## config.mk

```make
export PLATFORM = sky130hd
export DESIGN_NAME = cdt_pair
export DESIGN_NICKNAME = d
export VERILOG_FILES = /design/src/rtl/cdt_pkg.sv /design/src/rtl/cdt_decode.sv /design/src/rtl/cdt_timer.sv /design/src/rtl/cdt_outstage.sv /design/src/rtl/cdt_pair.sv
export SDC_FILE = /design/constraint.sdc
export NUM_CORES = 1
export LEC_CHECK = 0
export ABC_AREA = 1
export BUFFER_PORTS_ARGS = -buffer_cell sky130_fd_sc_hd__clkbuf_2
export CAP_MARGIN = 20
export CORE_UTILIZATION = 46
export CTS_CLUSTER_SIZE = 25
export DETAILED_ROUTE_END_ITERATION = 8
export GPL_ROUTABILITY_DRIVEN = 0
export HOLD_SLACK_MARGIN = 0.02
export MAX_ROUTING_LAYER = met4
export PLACE_DENSITY = 0.72
export REMOVE_ABC_BUFFERS = 1
export SYNTH_ARGS = -nofsm -noshare
export SYNTH_HDL_FRONTEND = slang
export SYNTH_HIERARCHICAL = 1
export SYNTH_SLANG_ARGS = --single-unit
export TNS_END_PERCENT = 1
```

## constraint.sdc

```tcl
create_clock -name clk_i -period 1.95 [get_ports clk_i]
set_clock_uncertainty 0.05 [all_clocks]
set_input_delay 0.195 -clock clk_i [delete_from_list [all_inputs] [get_ports clk_i]]
set_output_delay 0.195 -clock clk_i [all_outputs]
set_load 0.1 [all_outputs]
```

## src/rtl/cdt_pkg.sv

```systemverilog
package cdt_pkg;
   // decode constants for the four code ranges
   localparam int CODE_W   = 8;
   localparam int BASE_MID = 64;   // base of the x2 range
   localparam int BASE_HI  = 32;   // base of the x8 and x16 ranges
   localparam int SH_MID   = 1;    // x2
   localparam int SH_HI0   = 3;    // x8
   localparam int SH_HI1   = 4;    // x16
   localparam int DT_MAX   = (BASE_HI + 31) << SH_HI1;
   localparam int CNT_W    = $clog2(DT_MAX + 1);

   typedef logic [CNT_W-1:0] dt_cnt_t;

   // index of each output lane
   typedef enum logic {LANE_OC = 1'b0, LANE_OCN = 1'b1} lane_e;
endpackage

```

## src/rtl/cdt_decode.sv

```systemverilog
module cdt_decode
   import cdt_pkg::*;
#(
   parameter int CODE_BITS = CODE_W
) (
   input  logic [CODE_BITS-1:0] code_i,
   output dt_cnt_t              dt_o
);
   generate
      if (CODE_BITS != 8) begin : g_bad_width
         $error("cdt_decode: code width must be 8");
      end
   endgenerate

   always_comb begin
      if (!code_i[7]) begin
         dt_o = dt_cnt_t'(code_i[6:0]);
      end else if (!code_i[6]) begin
         dt_o = dt_cnt_t'((BASE_MID + int'(code_i[5:0])) << SH_MID);
      end else if (!code_i[5]) begin
         dt_o = dt_cnt_t'((BASE_HI + int'(code_i[4:0])) << SH_HI0);
      end else begin
         dt_o = dt_cnt_t'((BASE_HI + int'(code_i[4:0])) << SH_HI1);
      end
   end
endmodule

```

## src/rtl/cdt_timer.sv

```systemverilog
module cdt_timer
   import cdt_pkg::*;
(
   input  logic    clk_i,
   input  logic    rst_ni,
   input  logic    ref_i,
   input  dt_cnt_t dt_i,
   output logic    act_oc_o,
   output logic    act_ocn_o
);
   logic    ref_q;
   dt_cnt_t cnt_q;
   logic    expired;

   assign expired = (cnt_q == '0);

   always_ff @(posedge clk_i or negedge rst_ni) begin
      if (!rst_ni) begin
         ref_q <= 1'b0;
         cnt_q <= '0;
      end else begin
         ref_q <= ref_i;
         if (ref_i != ref_q) begin
            cnt_q <= dt_i;
         end else if (!expired) begin
            cnt_q <= cnt_q - 1'b1;
         end
      end
   end

   assign act_oc_o  = ref_q  & expired;
   assign act_ocn_o = ~ref_q & expired;
endmodule

```

## src/rtl/cdt_outstage.sv

```systemverilog
module cdt_outstage #(
   parameter int  LANES   = 2,
   parameter bit  OUT_REG = 1'b0
) (
   input  logic             clk_i,
   input  logic             rst_ni,
   input  logic             moe_i,
   input  logic             ossi_i,
   input  logic [LANES-1:0] act_i,
   input  logic [LANES-1:0] en_i,
   input  logic [LANES-1:0] idle_i,
   output logic [LANES-1:0] val_o,
   output logic [LANES-1:0] oe_o
);
   logic [LANES-1:0] val_d;
   logic [LANES-1:0] oe_d;

   generate
      for (genvar i = 0; i < LANES; i++) begin : g_lane
         always_comb begin
            if (moe_i) begin
               val_d[i] = act_i[i];
               oe_d[i]  = en_i[i];
            end else begin
               val_d[i] = idle_i[i];
               oe_d[i]  = ossi_i & en_i[i];
            end
         end
      end

      if (OUT_REG) begin : g_reg
         always_ff @(posedge clk_i or negedge rst_ni) begin
            if (!rst_ni) begin
               val_o <= '0;
               oe_o  <= '0;
            end else begin
               val_o <= val_d;
               oe_o  <= oe_d;
            end
         end
      end else begin : g_comb
         assign val_o = val_d;
         assign oe_o  = oe_d;
      end
   endgenerate
endmodule

```

## src/rtl/cdt_pair.sv

```systemverilog
module cdt_pair
   import cdt_pkg::*;
#(
   parameter int CODE_BITS = CODE_W,
   parameter bit OUT_REG   = 1'b0
) (
   input  logic                 clk_i,
   input  logic                 rst_ni,
   input  logic                 ref_i,
   input  logic [CODE_BITS-1:0] dt_code_i,
   input  logic                 moe_i,
   input  logic                 ossi_i,
   input  logic                 oc_en_i,
   input  logic                 ocn_en_i,
   input  logic                 oc_idle_i,
   input  logic                 ocn_idle_i,
   output logic                 oc_o,
   output logic                 ocn_o,
   output logic                 oc_oe_o,
   output logic                 ocn_oe_o
);
   localparam int LANES = 2;

   dt_cnt_t          dt;
   logic             act_oc, act_ocn;
   logic [LANES-1:0] act, en, idle, val, oe;

   cdt_decode #(.CODE_BITS(CODE_BITS)) u_decode (
      .code_i (dt_code_i),
      .dt_o   (dt)
   );

   cdt_timer u_timer (
      .clk_i     (clk_i),
      .rst_ni    (rst_ni),
      .ref_i     (ref_i),
      .dt_i      (dt),
      .act_oc_o  (act_oc),
      .act_ocn_o (act_ocn)
   );

   assign act[LANE_OC]   = act_oc;
   assign act[LANE_OCN]  = act_ocn;
   assign en[LANE_OC]    = oc_en_i;
   assign en[LANE_OCN]   = ocn_en_i;
   assign idle[LANE_OC]  = oc_idle_i;
   assign idle[LANE_OCN] = ocn_idle_i;

   cdt_outstage #(.LANES(LANES), .OUT_REG(OUT_REG)) u_out (
      .clk_i  (clk_i),
      .rst_ni (rst_ni),
      .moe_i  (moe_i),
      .ossi_i (ossi_i),
      .act_i  (act),
      .en_i   (en),
      .idle_i (idle),
      .val_o  (val),
      .oe_o   (oe)
   );

   assign oc_o     = val[LANE_OC];
   assign ocn_o    = val[LANE_OCN];
   assign oc_oe_o  = oe[LANE_OC];
   assign ocn_oe_o = oe[LANE_OCN];
endmodule

```

==> impl_metrics.yaml, run 1 <==
final_layout:
  area_growth_pct: 23.3
  diodes: 0
  layout_commonest_cell: "nand2_1"
  layout_common_cells: "nand2_1 (44), nor2_1 (27), inv_1 (20)"
  layout-drive-gt1-share_pct: 28.9
  final_nets: 213
  n_fill_cell: 200
  final_cell_area_sq_um: 1280
floorplanning:
  ios: 21
  dieArea_sq_um: 2450
  coreArea_sq_um: 2040
  die_x_microns: 49.5
  die_h_microns: 49.5
  rows: 16
  start_util_pct: 50.9
synthesis:
  synth_top_family_by_area: "simple AND/OR/NAND/NOR gates"
  synth_edf_count: 0
  synthFlopType: "dfrtp_1"
  synth_seq_area_share_pct: 26.5
  synthArstFlopShare_pct: 100
  synthAdderAreaFrac_pct: 1.20
  synth-xor-area-share_pct: 0
  syn_area_sq_um: 1040
  netlist_instances: 167
  synthDistinctLibCells: 25
  synth_area_leaders: "dfrtp_1 (27%), nand2_1 (17%), nor2_1 (10%)"
  ys.warnings.count: 6
  synth-compound-area-share_pct: 11.4
  synth-simple-area-share_pct: 48.8
  post-synth-top-area-fraction_pct: 26.5
  avgSynthCellArea_sq_um: 6.22
  synth_top_cell_by_area: "dfrtp_1"
  synth.area.mux_share_pct: 0
  synth.ff_latch_count: 11
timing:
  hold_viol_final: 0
  max_freq_mhz: 536
  finalSetupViolCount: 0
  post-route-min-period_ps: 1870
  worst_pin_slew_ps: 538
  slew_headroom_pct: 64.3
  finalWorstSetupSlack_ps: 82.7
  rsz0062_at_grt: "true"
  maxSlewViolCount: 0
  post-route-period-util_pct: 95.8
placement:
  place.detailed.hpwl_microns: 1830
  port_buffers: 20
  dpl_worst_slack_ps: 131
  place_area_sq_um: 1190
detailed_routing:
  wl_per_cell_microns: 10.7
  via_per_inst: 4.97
  drtIter0Drc: 23
  vias: 1098
  drc: 0
  firstDrtPassIters: 5
  drtAntennaViolNets: 0
  wl_microns: 2360
grt:
  antenna_found_initial: 0
  grt_util_all_layers_pct: 21.1
  grt_overflow: 0
  grt_pass1_vias: 977
  grt_pass1_wl_microns: 3920
  grt_max_degree: 15
min_path:
  hp-class: "in -> async"
critical_path:
  cpLargestDelayFamily: "simple AND/OR/NAND/NOR gates"
  cp_max_fo: 4
  cp-start-kind: "register"
  critical_path_class: "reg -> out"
  max_stage_delay_ps: 410
  crit_slowest_cell: "dfrtp_1"
  path_cells: "inv_2 -> ha_4 -> nand2_4 -> nor2_8 -> nand3_2 -> nor2_1 -> nand2_1 -> nand2_2 -> buf_12"
  path_buf_inv: 2
  cp-end-kind: "output pin"
  crit_arrival_ps: 1620
  critPathRequiredTime_ps: 1700
clock_tree:
  cts_max_level: 1
  cts_root_buf: "clkbuf_4"
  cts-buffers-inserted: 3
  clock_sinks: 11
  cts_buffer_depth: 2
  clk_latency_ps: 270
  cts_tree: "done"
  clkSlewWorstSetupHoldPaths_ps: 70
power_and_ir_drop:
  power.density_nw_per_um2: 654
  p_leak_nw: 0.711
  vdd_drop_max_mv: 0.429
job:
  drv_cap: 0
outcome:
  status: "complete, no violations"
[state kept, by name, summed over array words and instances (netlist names)]
| signal | count |
|---|---|
| u_timer/ref_q | 1 |
| u_timer/cnt_q | 10 |
[kinds of logic (layout without fill, tap and decap cells)]
| logic type | Yosys count | in the layout |
|---|---|---|
| adder cells (fa/ha/maj) | 1 | 1 |
| AO/OA/AOI/OAI | 21 | 21 |
| buffers and inverters | 30 | 57 |
| AND/OR/NAND/NOR | 104 | 104 |
| flip-flops | 11 | 11 |
[worst paths after layout]
check / from / cells past startpoint / slack, ps / to
worst min register to register: u_timer/cnt_q[1] / 2 / 550 / u_timer/cnt_q[1]
worst max-delay path: u_timer/cnt_q[1] / 9 / 80 / oc_o
min in group clk_i: dt_code_i[2] / 5 / 330 / u_timer/cnt_q[6]
worst min-delay path: rst_ni / 2 / 280 / u_timer/cnt_q[2]
worst max register to register: u_timer/cnt_q[1] / 8 / 560 / u_timer/cnt_q[6]
max in group asynchronous: rst_ni / 2 / 1350 / u_timer/cnt_q[4]
[power breakdown]
part           leakage (nW)  switching (mW)  internal, mW
Clock                0.0150          0.0786        0.0791
Combinational         0.563           0.242         0.136
Sequential            0.133          0.0375         0.264
[worst register-to-register path, delay by kind of cell, from the launching register on]
family | cells | cell delay, ps
adders and majority gates | 1 | 160
DFF | 1 | 410
and+or+nand+nor | 5 | 490
buffers and inverters | 1 | 100
AOI/OAI and AO/OA | 1 | 130
[per-layer routing]
layer / vias to the layer above / wire length, microns / track usage (%)
met4: 0 / 23 / 4.29
met2: 24 / 1150 / 36.8
met1: 493 / 1110 / 26.0
met5: - / 0 / -
met3: 4 / 71 / 3.09
li1: 577 / - / -
[cell type report]
class / instances / area [sq um] / area share, %
Sequential cell: 11 / 275 / 21.5
Tap cell: 27 / 33.8 / 2.64
Clock buffer: 4 / 26.3 / 2.05
Inverter: 27 / 101 / 7.92
Timing Repair Buffer: 26 / 180 / 14.1
Multi-Input combinational cell: 126 / 663 / 51.8
[Yosys cell counts (2+ instances only)]
cell type,n
nor2_2,3
nor3_1,2
o22ai_1,2
inv_1,22
a21oi_1,4
o21ai_1,4
nand2_2,4
nand2_4,2
nand4_4,2
dfrtp_1,11
inv_2,5
o21ai_0,9
or2_2,2
nand3_1,12
nand2_1,46
nor2_1,28
[through the flow]
stage	power (mW)	utilization [%]	TNS, ps	hold WS [ps]	cells
5_1_grt	0.902	62.7	-7.52	312	221
3_3_place_gp	0.637	58.1	0	43.5	212
6_report	0.837	62.7	0	279	221
4_1_cts	0.834	61.5	0	289	219
2_1_floorplan	0.553	-	-310	-151	164
3_5_place_dp	0.651	58.1	0	45.6	212
[what timing repair did]
item | 4_1_cts | 5_1_grt
setup endpoints to repair | 2 | 2
pin swaps | 0 | 1
endpoints found under the hold margin | 12 | 0
resized for setup | 5 | 3
setup buffers | 1 | 2
hold buffers | 2 | 0
No activity file was read; power rests on OpenSTA's default activity.
==> run 2, diff against run 1 <==
--- a/config.mk
+++ b/config.mk
@@ -14,10 +14,9 @@
 export GPL_ROUTABILITY_DRIVEN = 0
 export HOLD_SLACK_MARGIN = 0.02
 export MAX_ROUTING_LAYER = met4
-export PLACE_DENSITY = 0.72
+export PLACE_DENSITY = 0.77
 export REMOVE_ABC_BUFFERS = 1
 export SYNTH_ARGS = -nofsm -noshare
 export SYNTH_HDL_FRONTEND = slang
-export SYNTH_HIERARCHICAL = 1
 export SYNTH_SLANG_ARGS = --single-unit
 export TNS_END_PERCENT = 1
==> impl_metrics.yaml, run 2 <==
outcome:
  status: "complete, no violations"
placement:
  place.detailed.hpwl_microns: 1830
  dp.cells: 182
  place_area_sq_um: 1100
  dpl_worst_slack_ps: 99.3
  port_buffers: 20
final_layout:
  layout_top_registers: "u_timer.cnt_q (10), u_timer.ref_q (1)"
  n_fill_cell: 165
  layout-drive-gt1-share_pct: 26.4
  top_register: "u_timer.cnt_q"
  finalNonFillerCells: 188
  largest_reg_flops: 10
  final_cell_area_sq_um: 1190
  layout_commonest_cell: "nand2_1"
  final_nets: 182
  diodes: 0
  area_growth_pct: 27.0
  layout_common_cells: "nand2_1 (33), inv_1 (21), clkbuf_2 (18)"
  finish.utilization_pct: 65.6
detailed_routing:
  drc: 0
  via_per_inst: 5.34
  wl_met2_microns: 1250
  drtIter0Drc: 30
  drtAntennaViolNets: 0
  wl_per_cell_microns: 12.8
  wl_microns: 2410
  met1_length_microns: 1010
  vias: 1003
  firstDrtPassIters: 4
  wl_met3_microns: 109
  routed.top_layer: "met4"
timing:
  maxSlewViolCount: 0
  post-route-min-period_ps: 1920
  hold_ws_ps: 230
  finalSetupViolCount: 0
  finalWorstSetupSlack_ps: 26.4
  hold_viol_final: 0
  max_freq_mhz: 520
  post-route-period-util_pct: 98.6
  worst_pin_slew_ps: 556
  slew_headroom_pct: 63.1
  fin_tns_setup_ps: 0
  rsz0062_at_grt: "true"
grt:
  grt_max_degree: 15
  antenna_found_initial: 0
  grt_overflow: 0
  grt_util_all_layers_pct: 28.5
  grt_pass1_wl_microns: 4300
  grt_pass1_vias: 1007
floorplanning:
  rows: 15
  die_x_microns: 47.2
  start_util_pct: 51.6
  dieArea_sq_um: 2230
  ios: 21
  coreArea_sq_um: 1820
  die_h_microns: 47.2
synthesis:
  netlist_instances: 137
  synthArstFlopShare_pct: 100
  synthFlopType: "dfrtp_1"
  synthDistinctLibCells: 29
  synth_area_leaders: "dfrtp_1 (29%), nand2_1 (13%), inv_1 (9.2%)"
  synth.most_common_cell: "nand2_1"
  synth_seq_area_share_pct: 29.3
  synth.ff_latch_count: 11
  syn_area_sq_um: 940
  synth_top_cell_by_area: "dfrtp_1"
  synth_edf_count: 0
  post-synth-top-area-fraction_pct: 29.3
  synth_top_cells_by_count: "nand2_1 (33), inv_1 (23), dfrtp_1 (11), nor2_1 (11)"
  avgSynthCellArea_sq_um: 6.86
  ys.warnings.count: 0
clock_tree:
  cts_tree: "done"
  clk_latency_ps: 270
  clkSlewWorstSetupHoldPaths_ps: 80
  clock_sinks: 11
  cts-buffers-inserted: 3
  cts_max_level: 1
  cts_root_buf: "clkbuf_4"
  cts_buffer_depth: 2
  postCtsSetupBuffers: 0
power_and_ir_drop:
  power.density_nw_per_um2: 753
  p_int_mw: 0.509
  p_leak_nw: 0.615
  p_comb_share_pct: 45.8
  power_switching_mw: 0.390
  pwr-share-seq_pct: 36.8
  clkPwrFrac_pct: 17.4
  vdd_drop_max_mv: 0.418
  p_total_mw: 0.899
  netSwitchingFraction_pct: 43.4
job:
  drv_cap: 0
min_path:
  whs_path_depth: 5
  hp-class: "in -> reg"
critical_path:
  cp_max_fo: 4
  critPathRequiredTime_ps: 1700
  critical_path_class: "reg -> out"
  reg2reg_depth: 7
  crit_arrival_ps: 1680
  cp-start-kind: "register"
  cp-end-kind: "output pin"
[run 2: cell type report]
type | instances | area [sq um] | area share (%)
Clock buffer | 4 | 26.3 | 2.20
Inverter | 25 | 96.3 | 8.07
Multi-Input combinational cell | 99 | 599 | 50.2
Sequential cell | 11 | 275 | 23.1
Tap cell | 25 | 31.3 | 2.62
Timing Repair Buffer | 24 | 165 | 13.8
[run 2: repair_timing]
item / CTS / global route
setup endpoints to repair: 2 / 2
hold buffers: 2 / 0
pin swaps: 1 / 0
hold endpoints to repair: 12 / 0
gates resized for setup: 8 / 1
[run 2: layer usage]
| metal | vias up | global-route usage, % |
|---|---|---|
| li1 | 497 | - |
| met1 | 473 | 33.5 |
| met2 | 27 | 49.4 |
| met3 | 6 | 2.69 |
| met4 | 0 | 12.0 |
| met5 | - | - |
[run 2: worst paths after layout]
path                             startpoint          endpoint  slack, ps
setup reg to reg           u_timer.cnt_q[5]  u_timer.cnt_q[6]        490
hold / removal                 dt_code_i[0]  u_timer.cnt_q[0]        230
min in group asynchronous            rst_ni  u_timer.cnt_q[2]        280
max in group asynchronous            rst_ni  u_timer.cnt_q[8]       1340
setup / recovery           u_timer.cnt_q[0]              oc_o         30
hold reg to reg            u_timer.cnt_q[1]  u_timer.cnt_q[1]        560
[run 2: cell families after synthesis]
kind of cell,count (synthesis),share of synthesized area (%)
compound gates,35,22.2
xor+xnor,1,0.932
fa+ha+maj,1,1.33
buf+inv,27,12.0
flops,11,29.3
simple gates,62,34.2
[run 2: critical path, stage by stage (launching register included)]
cell     delay (ps)
dfrtp_1         400
inv_2           100
ha_4            150
nand2_4          70
nor2_8          130
nand3_4         110
o31ai_4         230
buf_12          210
[run 2: power by group through the flow]
stage / Combinational, mW / Sequential [mW] / Clock [mW]
floorplan: 0.277 / 0.322 / 0
global placement: 0.367 / 0.331 / 0
detailed placement: 0.378 / 0.332 / 0
CTS: 0.405 / 0.329 / 0.158
global route: 0.457 / 0.340 / 0.172
finish: 0.412 / 0.331 / 0.157
